$ cat src/rtl/pwm8_pkg.sv
package pwm8_pkg;
    typedef enum logic [1:0] {
        GATE_OFF = 2'd0,
        GATE_ARM = 2'd1,
        GATE_RUN = 2'd2
    } gate_t;

    localparam int ADDR_W = 2;
    localparam logic [ADDR_W-1:0] ADDR_PER  = 2'd0;
    localparam logic [ADDR_W-1:0] ADDR_DUTY = 2'd1;
    localparam logic [ADDR_W-1:0] ADDR_CNT  = 2'd2;
endpackage

$ cat src/rtl/pwm8_gate.sv
module pwm8_gate
    import pwm8_pkg::*;
(
    input  logic  clk,
    input  logic  rst_n,
    input  logic  en,
    input  logic  tick,
    output gate_t state_o,
    output logic  advance,
    output logic  close_evt
);
    gate_t state_q, state_d;

    // Next-state logic: the gate changes only on named transitions.
    always_comb begin
        state_d = state_q;
        unique case (state_q)
            GATE_OFF: if (en) state_d = GATE_ARM;            // REQUEST
            GATE_ARM: begin
                if (!en)       state_d = GATE_OFF;           // ABORT
                else if (tick) state_d = GATE_RUN;           // OPEN
            end
            GATE_RUN: if (!en && tick) state_d = GATE_OFF;   // CLOSE
            default:  state_d = GATE_OFF;
        endcase
    end

    always_ff @(posedge clk or negedge rst_n) begin
        if (!rst_n) state_q <= GATE_OFF;
        else        state_q <= state_d;
    end

    always_comb begin
        state_o   = state_q;
        advance   = (state_q == GATE_RUN) && en && tick;
        close_evt = (state_q == GATE_RUN) && !en && tick;
    end

    AST_OPEN_ON_TICK: assert property (@(posedge clk) disable iff (!rst_n)
        (state_q != GATE_RUN) |=> (state_q != GATE_RUN) || $past(tick));
endmodule

$ cat src/rtl/pwm8_counter.sv
module pwm8_counter #(
    parameter int CW = 8
) (
    input  logic          clk,
    input  logic          rst_n,
    input  logic          advance,
    input  logic          clr,
    input  logic          cen_mode,
    input  logic [CW-1:0] per,
    output logic [CW-1:0] cnt,
    output logic          period_end
);
    localparam int XW = CW + 1;
    localparam logic [CW-1:0] ONE = CW'(1);

    logic [CW-1:0] cnt_d;
    logic          down_q, down_d;
    logic [XW-1:0] cnt_inc;

    assign cnt_inc = {1'b0, cnt} + XW'(1);

    always_comb begin
        cnt_d      = cnt;
        down_d     = down_q;
        period_end = 1'b0;
        if (clr) begin
            cnt_d  = '0;
            down_d = 1'b0;
        end else if (advance) begin
            if (!cen_mode) begin
                if (cnt_inc >= {1'b0, per}) begin
                    cnt_d      = '0;
                    period_end = 1'b1;
                end else begin
                    cnt_d = cnt_inc[CW-1:0];
                end
            end else if (!down_q && cnt < per) begin
                cnt_d = cnt_inc[CW-1:0];
            end else if (cnt <= ONE) begin
                cnt_d      = '0;
                down_d     = 1'b0;
                period_end = 1'b1;
            end else begin
                cnt_d  = cnt - ONE;
                down_d = 1'b1;
            end
        end
    end

    always_ff @(posedge clk or negedge rst_n) begin
        if (!rst_n) begin
            cnt    <= '0;
            down_q <= 1'b0;
        end else begin
            cnt    <= cnt_d;
            down_q <= down_d;
        end
    end

    AST_CNT_HOLD: assert property (@(posedge clk) disable iff (!rst_n)
        (!advance && !clr) |=> $stable(cnt));
    AST_CLR_ZERO: assert property (@(posedge clk) disable iff (!rst_n)
        clr |=> (cnt == '0));
    AST_WRAP_EDGE: assert property (@(posedge clk) disable iff (!rst_n)
        (advance && !clr && !cen_mode && per != '0 && cnt_inc == {1'b0, per}) |=> (cnt == '0));
endmodule

$ cat src/rtl/pwm8_bufs.sv
module pwm8_bufs #(
    parameter int CW = 8
) (
    input  logic          clk,
    input  logic          rst_n,
    input  logic          wr_per,
    input  logic          wr_duty,
    input  logic [CW-1:0] wdata,
    input  logic          direct,
    input  logic          load,
    output logic [CW-1:0] per_act,
    output logic [CW-1:0] duty_act
);
    logic [CW-1:0] per_sh, duty_sh, per_nx, duty_nx;

    // A write and a load in the same cycle take the newly written value.
    assign per_nx  = wr_per  ? wdata : per_sh;
    assign duty_nx = wr_duty ? wdata : duty_sh;

    always_ff @(posedge clk or negedge rst_n) begin
        if (!rst_n) begin
            per_sh   <= '0;
            duty_sh  <= '0;
            per_act  <= '0;
            duty_act <= '0;
        end else begin
            per_sh  <= per_nx;
            duty_sh <= duty_nx;
            if (direct || load) begin
                per_act  <= per_nx;
                duty_act <= duty_nx;
            end
        end
    end

    AST_BUF_HOLD: assert property (@(posedge clk) disable iff (!rst_n)
        (!direct && !load) |=> ($stable(per_act) && $stable(duty_act)));
endmodule

$ cat src/rtl/pwm8_channel.sv
module pwm8_channel
    import pwm8_pkg::*;
#(
    parameter int CW = 8
) (
    input  logic              clk,
    input  logic              rst_n,
    input  logic              tick,
    input  logic              en,
    input  logic              pol,
    input  logic              center,
    input  logic              wr_en,
    input  logic [ADDR_W-1:0] wr_addr,
    input  logic [CW-1:0]     wr_data,
    output logic              pwm_out
);
    gate_t         gate_state;
    logic          advance, close_evt, period_end;
    logic          cnt_clr, wr_per, wr_duty, buf_load, direct;
    logic          cen_q, active;
    logic [CW-1:0] cnt, per_act, duty_act;

    assign cnt_clr  = wr_en && (wr_addr == ADDR_CNT);
    assign wr_per   = wr_en && (wr_addr == ADDR_PER);
    assign wr_duty  = wr_en && (wr_addr == ADDR_DUTY);
    assign direct   = (gate_state == GATE_OFF);
    assign buf_load = period_end || cnt_clr || close_evt;

    pwm8_gate u_gate (
        .clk       (clk),
        .rst_n     (rst_n),
        .en        (en),
        .tick      (tick),
        .state_o   (gate_state),
        .advance   (advance),
        .close_evt (close_evt)
    );

    pwm8_counter #(.CW(CW)) u_cnt (
        .clk        (clk),
        .rst_n      (rst_n),
        .advance    (advance),
        .clr        (cnt_clr),
        .cen_mode   (cen_q),
        .per        (per_act),
        .cnt        (cnt),
        .period_end (period_end)
    );

    pwm8_bufs #(.CW(CW)) u_bufs (
        .clk      (clk),
        .rst_n    (rst_n),
        .wr_per   (wr_per),
        .wr_duty  (wr_duty),
        .wdata    (wr_data),
        .direct   (direct),
        .load     (buf_load),
        .per_act  (per_act),
        .duty_act (duty_act)
    );

    // The mode select is sampled only while the gate is closed.
    always_ff @(posedge clk or negedge rst_n) begin
        if (!rst_n)                       cen_q <= 1'b0;
        else if (gate_state == GATE_OFF)  cen_q <= center;
    end

    always_comb begin
        active  = (duty_act != '0) && ((duty_act >= per_act) || (cnt < duty_act));
        pwm_out = (gate_state == GATE_RUN && active) ? pol : ~pol;
    end

    AST_OFF_INACTIVE: assert property (@(posedge clk) disable iff (!rst_n)
        (gate_state != GATE_RUN) |-> (pwm_out == ~pol));
    AST_CEN_FROZEN: assert property (@(posedge clk) disable iff (!rst_n)
        (gate_state != GATE_OFF) |=> $stable(cen_q));
endmodule

$ cat config.mk
export PLATFORM = sky130hd
export DESIGN_NAME = pwm8_channel
export DESIGN_NICKNAME = d
export VERILOG_FILES = /design/src/rtl/pwm8_pkg.sv /design/src/rtl/pwm8_gate.sv /design/src/rtl/pwm8_counter.sv /design/src/rtl/pwm8_bufs.sv /design/src/rtl/pwm8_channel.sv
export SDC_FILE = /design/constraint.sdc
export NUM_CORES = 1
export LEC_CHECK = 0
export CORE_MARGIN = 2
export CORE_UTILIZATION = 57
export CTS_CLUSTER_SIZE = 16
export DETAILED_ROUTE_END_ITERATION = 16
export GPL_TIMING_DRIVEN = 0
export PLACE_DENSITY_LB_ADDON = 0.08
export SYNTH_ARGS = -nofsm -noshare
export SYNTH_HDL_FRONTEND = slang
export SYNTH_HIERARCHICAL = 1
export SYNTH_SLANG_ARGS = --single-unit
$ cat constraint.sdc
create_clock -name clk -period 6.75 [get_ports clk]
set_input_delay 0.675 -clock clk [delete_from_list [all_inputs] [get_ports clk]]
set_output_delay 0.675 -clock clk [all_outputs]
set_load 0.1 [all_outputs]
==> results of run 1 <==
==> state kept, by name (all words and copies together) (netlist names) <==
register         flops
u_bufs/duty_act      8
u_bufs/duty_sh       8
u_bufs/per_act       8
u_bufs/per_sh        8
u_cnt/cnt            8
u_gate/state_o       2
cen_q                1
u_cnt/down_q         1
==> cell type report <==
type,instances,area share
clock buffer,5,0.01996
buffer,13,0.02612
multi-input combinational,210,0.5105
inverter,28,0.03048
timing repair buffer,18,0.05370
clock inverter,3,0.01451
tap,70,0.02540
sequential,44,0.3193
==> layer usage <==
| layer | GRT usage | wire (um) |
|---|---|---|
| met5 | 0 | 0 |
| met4 | 0.05536 | 57 |
| met3 | 0.03882 | 333 |
| met2 | 0.3939 | 3083 |
| met1 | 0.3275 | 2949 |
==> metrics by stage <==
step,instances,utilization,hold slack (ns),total power [uW]
after detailed placement,383,0.6478,0.4854,803.9
after CTS,391,0.6709,0.3380,1023
after global routing,391,0.6709,0.3513,1104
after floorplan,295,-,0.3794,694.4
after global placement,382,0.6448,0.4789,785.8
final,391,0.6709,0.3261,1015
==> power by group through the flow <==
| stage | Clock (uW) | Sequential [uW] | Combinational [uW] |
|---|---|---|---|
| after floorplan | 0 | 372 | 322 |
| after global placement | 0 | 393 | 393 |
| after detailed placement | 0 | 395 | 409 |
| after CTS | 219 | 391 | 412 |
| after global routing | 233 | 402 | 469 |
| final | 213 | 391 | 411 |
==> worst max-delay path, delay by kind of cell, from the launching register on <==
family          cells  cell delay, ns
xor+xnor            1            0.23
simple gates        6            1.65
buf+inv             3            0.51
fa+ha+maj           1            0.30
flops               1            0.51
compound gates      3            0.65
mux                 1            0.30
==> cells by family after synthesis <==
logic type,synth area share
AND/OR/NAND/NOR,0.1437
AO/OA/AOI/OAI,0.1224
multiplexers,0.1506
adder cells (fa/ha/maj),0.1392
buffers and inverters,0.06386
flip-flops,0.3602
XOR/XNOR,0.02006
==> worst paths after layout <==
kind / from / to / slack, ns / cells after the start
setup / recovery: u_cnt/cnt[0] / u_bufs/duty_act[6] / 2.49 / 15
setup reg to reg: u_cnt/cnt[0] / u_bufs/duty_act[6] / 2.49 / 15
hold / removal: rst_n / u_cnt/cnt[2] / 0.33 / 1
hold reg to reg: u_bufs/duty_sh[1] / u_bufs/duty_sh[1] / 0.50 / 1
min in group clk: u_bufs/duty_sh[1] / u_bufs/duty_sh[1] / 0.50 / 1
max in group asynchronous: rst_n / u_bufs/duty_act[6] / 5.94 / 2
==> layout by cell type, fill, tap and decap left out, types with 10 or more instances in the layout <==
cell             netlist  routed
o21ai_0               12      12
nor2_1                10      10
ha_1                  34      34
mux2_2                24      24
nand2_1               19      19
a21oi_1               11      11
mux2_4                10      10
dfrtp_1               44      44
inv_1                 27      27
clkdlybuf4s50_1        0      16
==> summary.txt, run 1 <==
Critical path
  • Critical path's largest stage delay: 0.53 ns
  • Slowest cell on the critical path: nor3_1
  • WS Path Type: reg2reg
  • Worst EP arrival: 4.45 ns
  • Crit path required time: ~6.9 ns
  • Critical Path Most Common Cell: and3_1
  • Worst Setup End Kind: flip-flop
  • Worst-path cell chain: inv_1, nor3_1, and3_1, xor2_1, ha_1, and3_1, a221oi_2, o221ai_2, a22oi_1, nor2_1, or3_1, or2_1, buf_6, buf_12, mux2_4
  • Startpoint types: flip-flop
  • Maximum net fanout on the critical path: 10

Global routing
  • Largest net degree at the start of global routing: 26
  • Initial antenna violation count: 0
  • Global-route wire length before repair: approximately 11000 um
  • Tot GR Track Use: 0.2380
  • Gr ovfl total: 0
  • Vias in the first global route: 2267

Pwr
  • Sequential share of power: 0.385
  • Lkg Pwr: 0.001693 uW
  • Pint: roughly 640 uW
  • Switching Fraction: 0.3700
  • Pwr Density: 294.5 nW/um^2
  • P_sw: 375.7 uW
  • Comb power frac: 0.405
  • Max VDD drop: 238.8 uV
  • Clock power share: 0.210

Clocking
  • CTS H-tree depth: 2
  • Clock slew at reported path FFs: around 0.090 ns
  • # resized after CTS: 0
  • CTS Buffer Depth: 2
  • CTS tree: yes
  • Hold Buf Count CTS: 0
  • Clock sink total: 44
  • TritonCTS buffer count: 5
  • Clock root buffer: clkbuf_8
  • Post-CTS Setup Inserts: 0
  • Worst-Skew Late Latency: 0.30 ns

Place
  • PortBufs: 17
  • DP Wirelength: 4878 um
  • Post-DP Area: 3329 sq um
  • Worst slack at placement: 2.569 ns
  • RD Place Congestion: 0.8959

Detailed routing
  • Via-per-instance ratio: 5.895
  • Vias post-DR: 2305
  • DR iter-0 viols: 144
  • First-pass DRT Iterations: 6
  • DR WL/cell: 16.43 um
  • ANT nets after route: 0
  • Final wirelength: 6423 um
  • Drt drc: 0

Layout
  • Design Area, Final: 3448 sq um
  • Layout cells sized above 1: 0.1994
  • Nets@finish: 371
  • Fillers: roughly 440
  • Area taken by flip-flops and latches: 1101 sq um
  • N_diodes: 0
  • Syn-to-layout area delta: 12.81%
  • Area of the multi-input gates: approximately 1800 sq um

Logic synthesis
  • Syn. warnings: 6
  • Register area share after synthesis: 0.3602
  • Number of flops mapped to enable cells by yosys: 0
  • FF+latch count, synth: 44
  • Synthesized instance count: 295
  • Cell variety after synth: 56
  • Top cells by count, synth: 44 x dfrtp_1, 34 x ha_1, 27 x inv_1
  • Synth top area share: 0.3602
  • Mapped Area: 3057 sq um
  • Mean post-synth cell area: 10.36 sq um
  • Syn Nets: 346
  • Leading area contributor after synthesis: dfrtp_1
  • Top post-synthesis cells by area: dfrtp_1 36%, ha_1 14%, mux2_2 8.8%, mux2_4 4.9%, inv_1 3.3%
  • Most common cell in the netlist: dfrtp_1
  • Main synth FF type: dfrtp_1
  • Post-synth ARST share: 1.000

STA
  • Fin crit period: between 4 and 5 ns
  • Worst Tran Pin Value: 0.9616 ns
  • Final setup viols: 0
  • Skew final: 0.009865 ns
  • RSZ-0062 raised after global routing: no
  • Final hold vios: 0
  • Max Transition Viols Final: 0
  • Fmax: 234.6 MHz
  • Fin crit share: 0.6316
  • Setup TNS: 0 ns
  • Final setup margin: 2.487 ns
  • Max-slew headroom: 0.3569

Die
  • Die area: 5964 sq um
  • Die Ht: around 77 um
  • Core area: a little over 5000 sq um
  • I/O pin count: 18
  • Die Wd: between 70 and 80 um
  • Starting Density: 0.5947
  • Cell Rows: 26

Job
  • Max_cap viols: 0

Worst hold path
  • Hold Path Class: in2async

Run status
  • Status: complete, no violations
(Power assumes the default switching activity.)
==> run 2: changes to the inputs <==
- clock period: 6.75 -> 4.1 ns (I/O delays scaled with it)
==> run 2 against run 1 <==
Effect of this change:
- clock skew is 0.0016 ns lower
- sequential power is 65% higher
- core utilization is 1.1 points higher
- cell count is 1.3% higher
- maximum frequency is 5.5% higher
- die area stayed put
- critical path depth is 1 higher
- clock power is 63% higher
- wire length is 1.4% higher
- via count is 0.17% lower
==> summary.txt, run 2 (synthesized netlist as in run 1, its figures left out) <==
Pwr
  • Lkg Pwr: 0.001729 uW (was 0.001693 uW)
  • Max VDD drop: 391.5 uV (was 238.8 uV)
  • Pwr Density: 478.1 nW/um^2 (was 294.5 nW/um^2)

Detailed routing
  • DR WL/cell: 16.45 um (was 16.43 um)
  • DR iter-0 viols: 119 (was 144)
  • Drt drc: 0 (unchanged)
  • Vias post-DR: 2301 (was 2305)
  • Final wirelength: 6516 um (was 6423 um)
  • ANT nets after route: 0 (unchanged)
  • First-pass DRT Iterations: 4 (was 6)
  • Via-per-instance ratio: 5.811 (was 5.895)

Layout
  • Commonest non-fill, non-tap cell in the layout: dfrtp_1 (unchanged)
  • N_diodes: 0 (unchanged)
  • Final Non-Filler Cells: 396 (was 391)
  • Nets@finish: 376 (was 371)
  • Layout cells sized above 1: 0.2178 (was 0.1994)
  • Most frequent cells in the layout: 43 x dfrtp_1, 34 x ha_1, 27 x inv_1 (was 44 x dfrtp_1, 34 x ha_1, 27 x inv_1)
  • Syn-to-layout area delta: 14.61% (was 12.81%)
  • Design Area, Final: 3503 sq um (was 3448 sq um)

Worst hold path
  • Hold Path Class: in2async (unchanged)

Global routing
  • Gr ovfl total: 0 (unchanged)
  • Initial antenna violation count: 0 (unchanged)
  • Largest net degree at the start of global routing: 26 (unchanged)
  • Vias in the first global route: 2278 (was 2267)
  • M1 GR Usage: 0.3260 (was 0.3275)
  • Tot GR Track Use: 0.2380 (unchanged)
  • Met2 usage in global routing: 0.3957 (was 0.3939)
  • Global-route wire length before repair: 11140 um (was 11130 um)
  • GR Util met3: 0.03882 (unchanged)
  • Gr busiest metal: met2 (unchanged)

Die
  • Starting Density: 0.5947 (unchanged)
  • Core area: 5140 sq um (unchanged)
  • Die Ht: 77.23 um (unchanged)
  • I/O pin count: 18 (unchanged)
  • Die Wd: 77.23 um (unchanged)
  • Cell Rows: 26 (unchanged)
  • Die area: 5964 sq um (unchanged)

Critical path
  • Worst EP arrival: 4.23 ns (was 4.45 ns)
  • Startpoint types: flip-flop (unchanged)
  • Worst Setup End Kind: flip-flop (unchanged)
  • WS Path Type: reg2reg (unchanged)
  • Crit path required time: 4.29 ns (was 6.94 ns)
  • Maximum net fanout on the critical path: 10 (unchanged)

Place
  • DP Wirelength: 4878 um (unchanged)
  • PortBufs: 17 (unchanged)
  • RD Place Congestion: 0.8959 (unchanged)
  • Post-Place Cells: 383 (unchanged)
  • Post-DP Area: 3329 sq um (unchanged)

Clocking
  • Worst-Skew Late Latency: 0.30 ns (about the same)
  • Clock slew at reported path FFs: 0.09 ns (about the same)
  • CTS Buffer Depth: 2 (unchanged)
  • Clock root buffer: clkbuf_8 (unchanged)
  • TritonCTS buffer count: 5 (unchanged)
  • Clock sink total: 44 (unchanged)
  • CTS tree: yes (unchanged)
  • CTS H-tree depth: 2 (unchanged)

STA
  • Max-slew headroom: 0.3569 (unchanged)
  • Skew final: 0.008312 ns (was 0.009865 ns)
  • Max Transition Viols Final: 0 (unchanged)
  • Final setup viols: 0 (unchanged)
  • Worst Tran Pin Value: 0.9616 ns (unchanged)
  • Fin crit period: 4.042 ns (was 4.263 ns)
  • Final hold vios: 0 (unchanged)
  • Fin crit share: 0.9859 (was 0.6316)
  • Fmax: 247.4 MHz (was 234.6 MHz)

Run status
  • Status: complete, no violations (unchanged)

Job
  • Max_cap viols: 0 (unchanged)
run 2: final cells by class:
cell class                 count  area [sq um]
sequential                    44          1102
inverter                      28         105.1
multi-input combinational    210          1772
timing repair buffer          23         222.7
fill                         435          1637
buffer                        13         95.09
clock inverter                 3         50.05
tap                           70         87.58
clock buffer                   5         68.82
run 2: where the power goes:
part	internal [uW]	total, uW	switching [uW]	leakage [uW]
combinational	326	683	357	0.00113
sequential	540	644	104	0.000540
clock	188	348	160	0.0000607
run 2: path summary, 6_finish.rpt:
kind	from	endpoint	slack (ns)	cells after the start
max	u_cnt/cnt[4]	u_bufs/duty_act[6]	0.06	16
min	rst_n	u_bufs/per_sh[4]	0.06	1
max reg2reg	u_cnt/cnt[4]	u_bufs/duty_act[6]	0.06	16
min reg2reg	u_bufs/duty_sh[1]	u_bufs/duty_sh[1]	0.50	1
max in group asynchronous	rst_n	u_cnt/down_q	3.55	2
min in group clk	u_bufs/duty_sh[1]	u_bufs/duty_sh[1]	0.50	1
run 2: worst max-delay path, cell delays in order, from the launching register on:
cell,delay [ns]
dfrtp_1,0.41
buf_2,0.21
nand3_1,0.15
nor3_4,0.29
and3_1,0.21
xor2_1,0.25
ha_1,0.30
and3_1,0.22
a221oi_2,0.29
o221ai_2,0.18
a22oi_1,0.17
nor2_1,0.06
or3_1,0.35
or2_1,0.24
buf_6,0.15
buf_12,0.15
mux2_4,0.30
run 2: through the flow:
stage	worst slack (ns)	util	power [uW]	hold slack, ns	setup TNS [ns]
after floorplan	0.4759	-	1143	0.1144	0
after global placement	-0.05531	0.6448	1294	0.4789	-0.5277
after detailed placement	-0.08071	0.6478	1323	0.4079	-0.7664
after CTS	0.03617	0.6719	1684	0.07296	0
after global routing	-0.07211	0.6816	1823	0.08610	-0.6112
final	0.05787	0.6816	1675	0.05980	0
run 2: metal layers:
layer / vias to the layer above / share of wire / wire (um)
li1: 1124 / - / -
met1: 1113 / 0.46 / 2970
met2: 57 / 0.49 / 3197
met3: 7 / 0.045 / 293
met4: 0 / 0.0084 / 55
met5: - / 0 / 0
run 2: timing repair:
action                                  4_1_cts  5_1_grt
gates resized for setup                       1        4
hold endpoints to repair                      0        0
endpoints found under the setup margin       10       10
pin swaps                                     0        2
hold buffers                                  0        0
buffers inserted                              0        5
==> run 3: changes to the inputs <==
- ABC_AREA: default -> 0
==> results of run 3 <==
Final layout, timing and power as in run 2 (identical DEF).
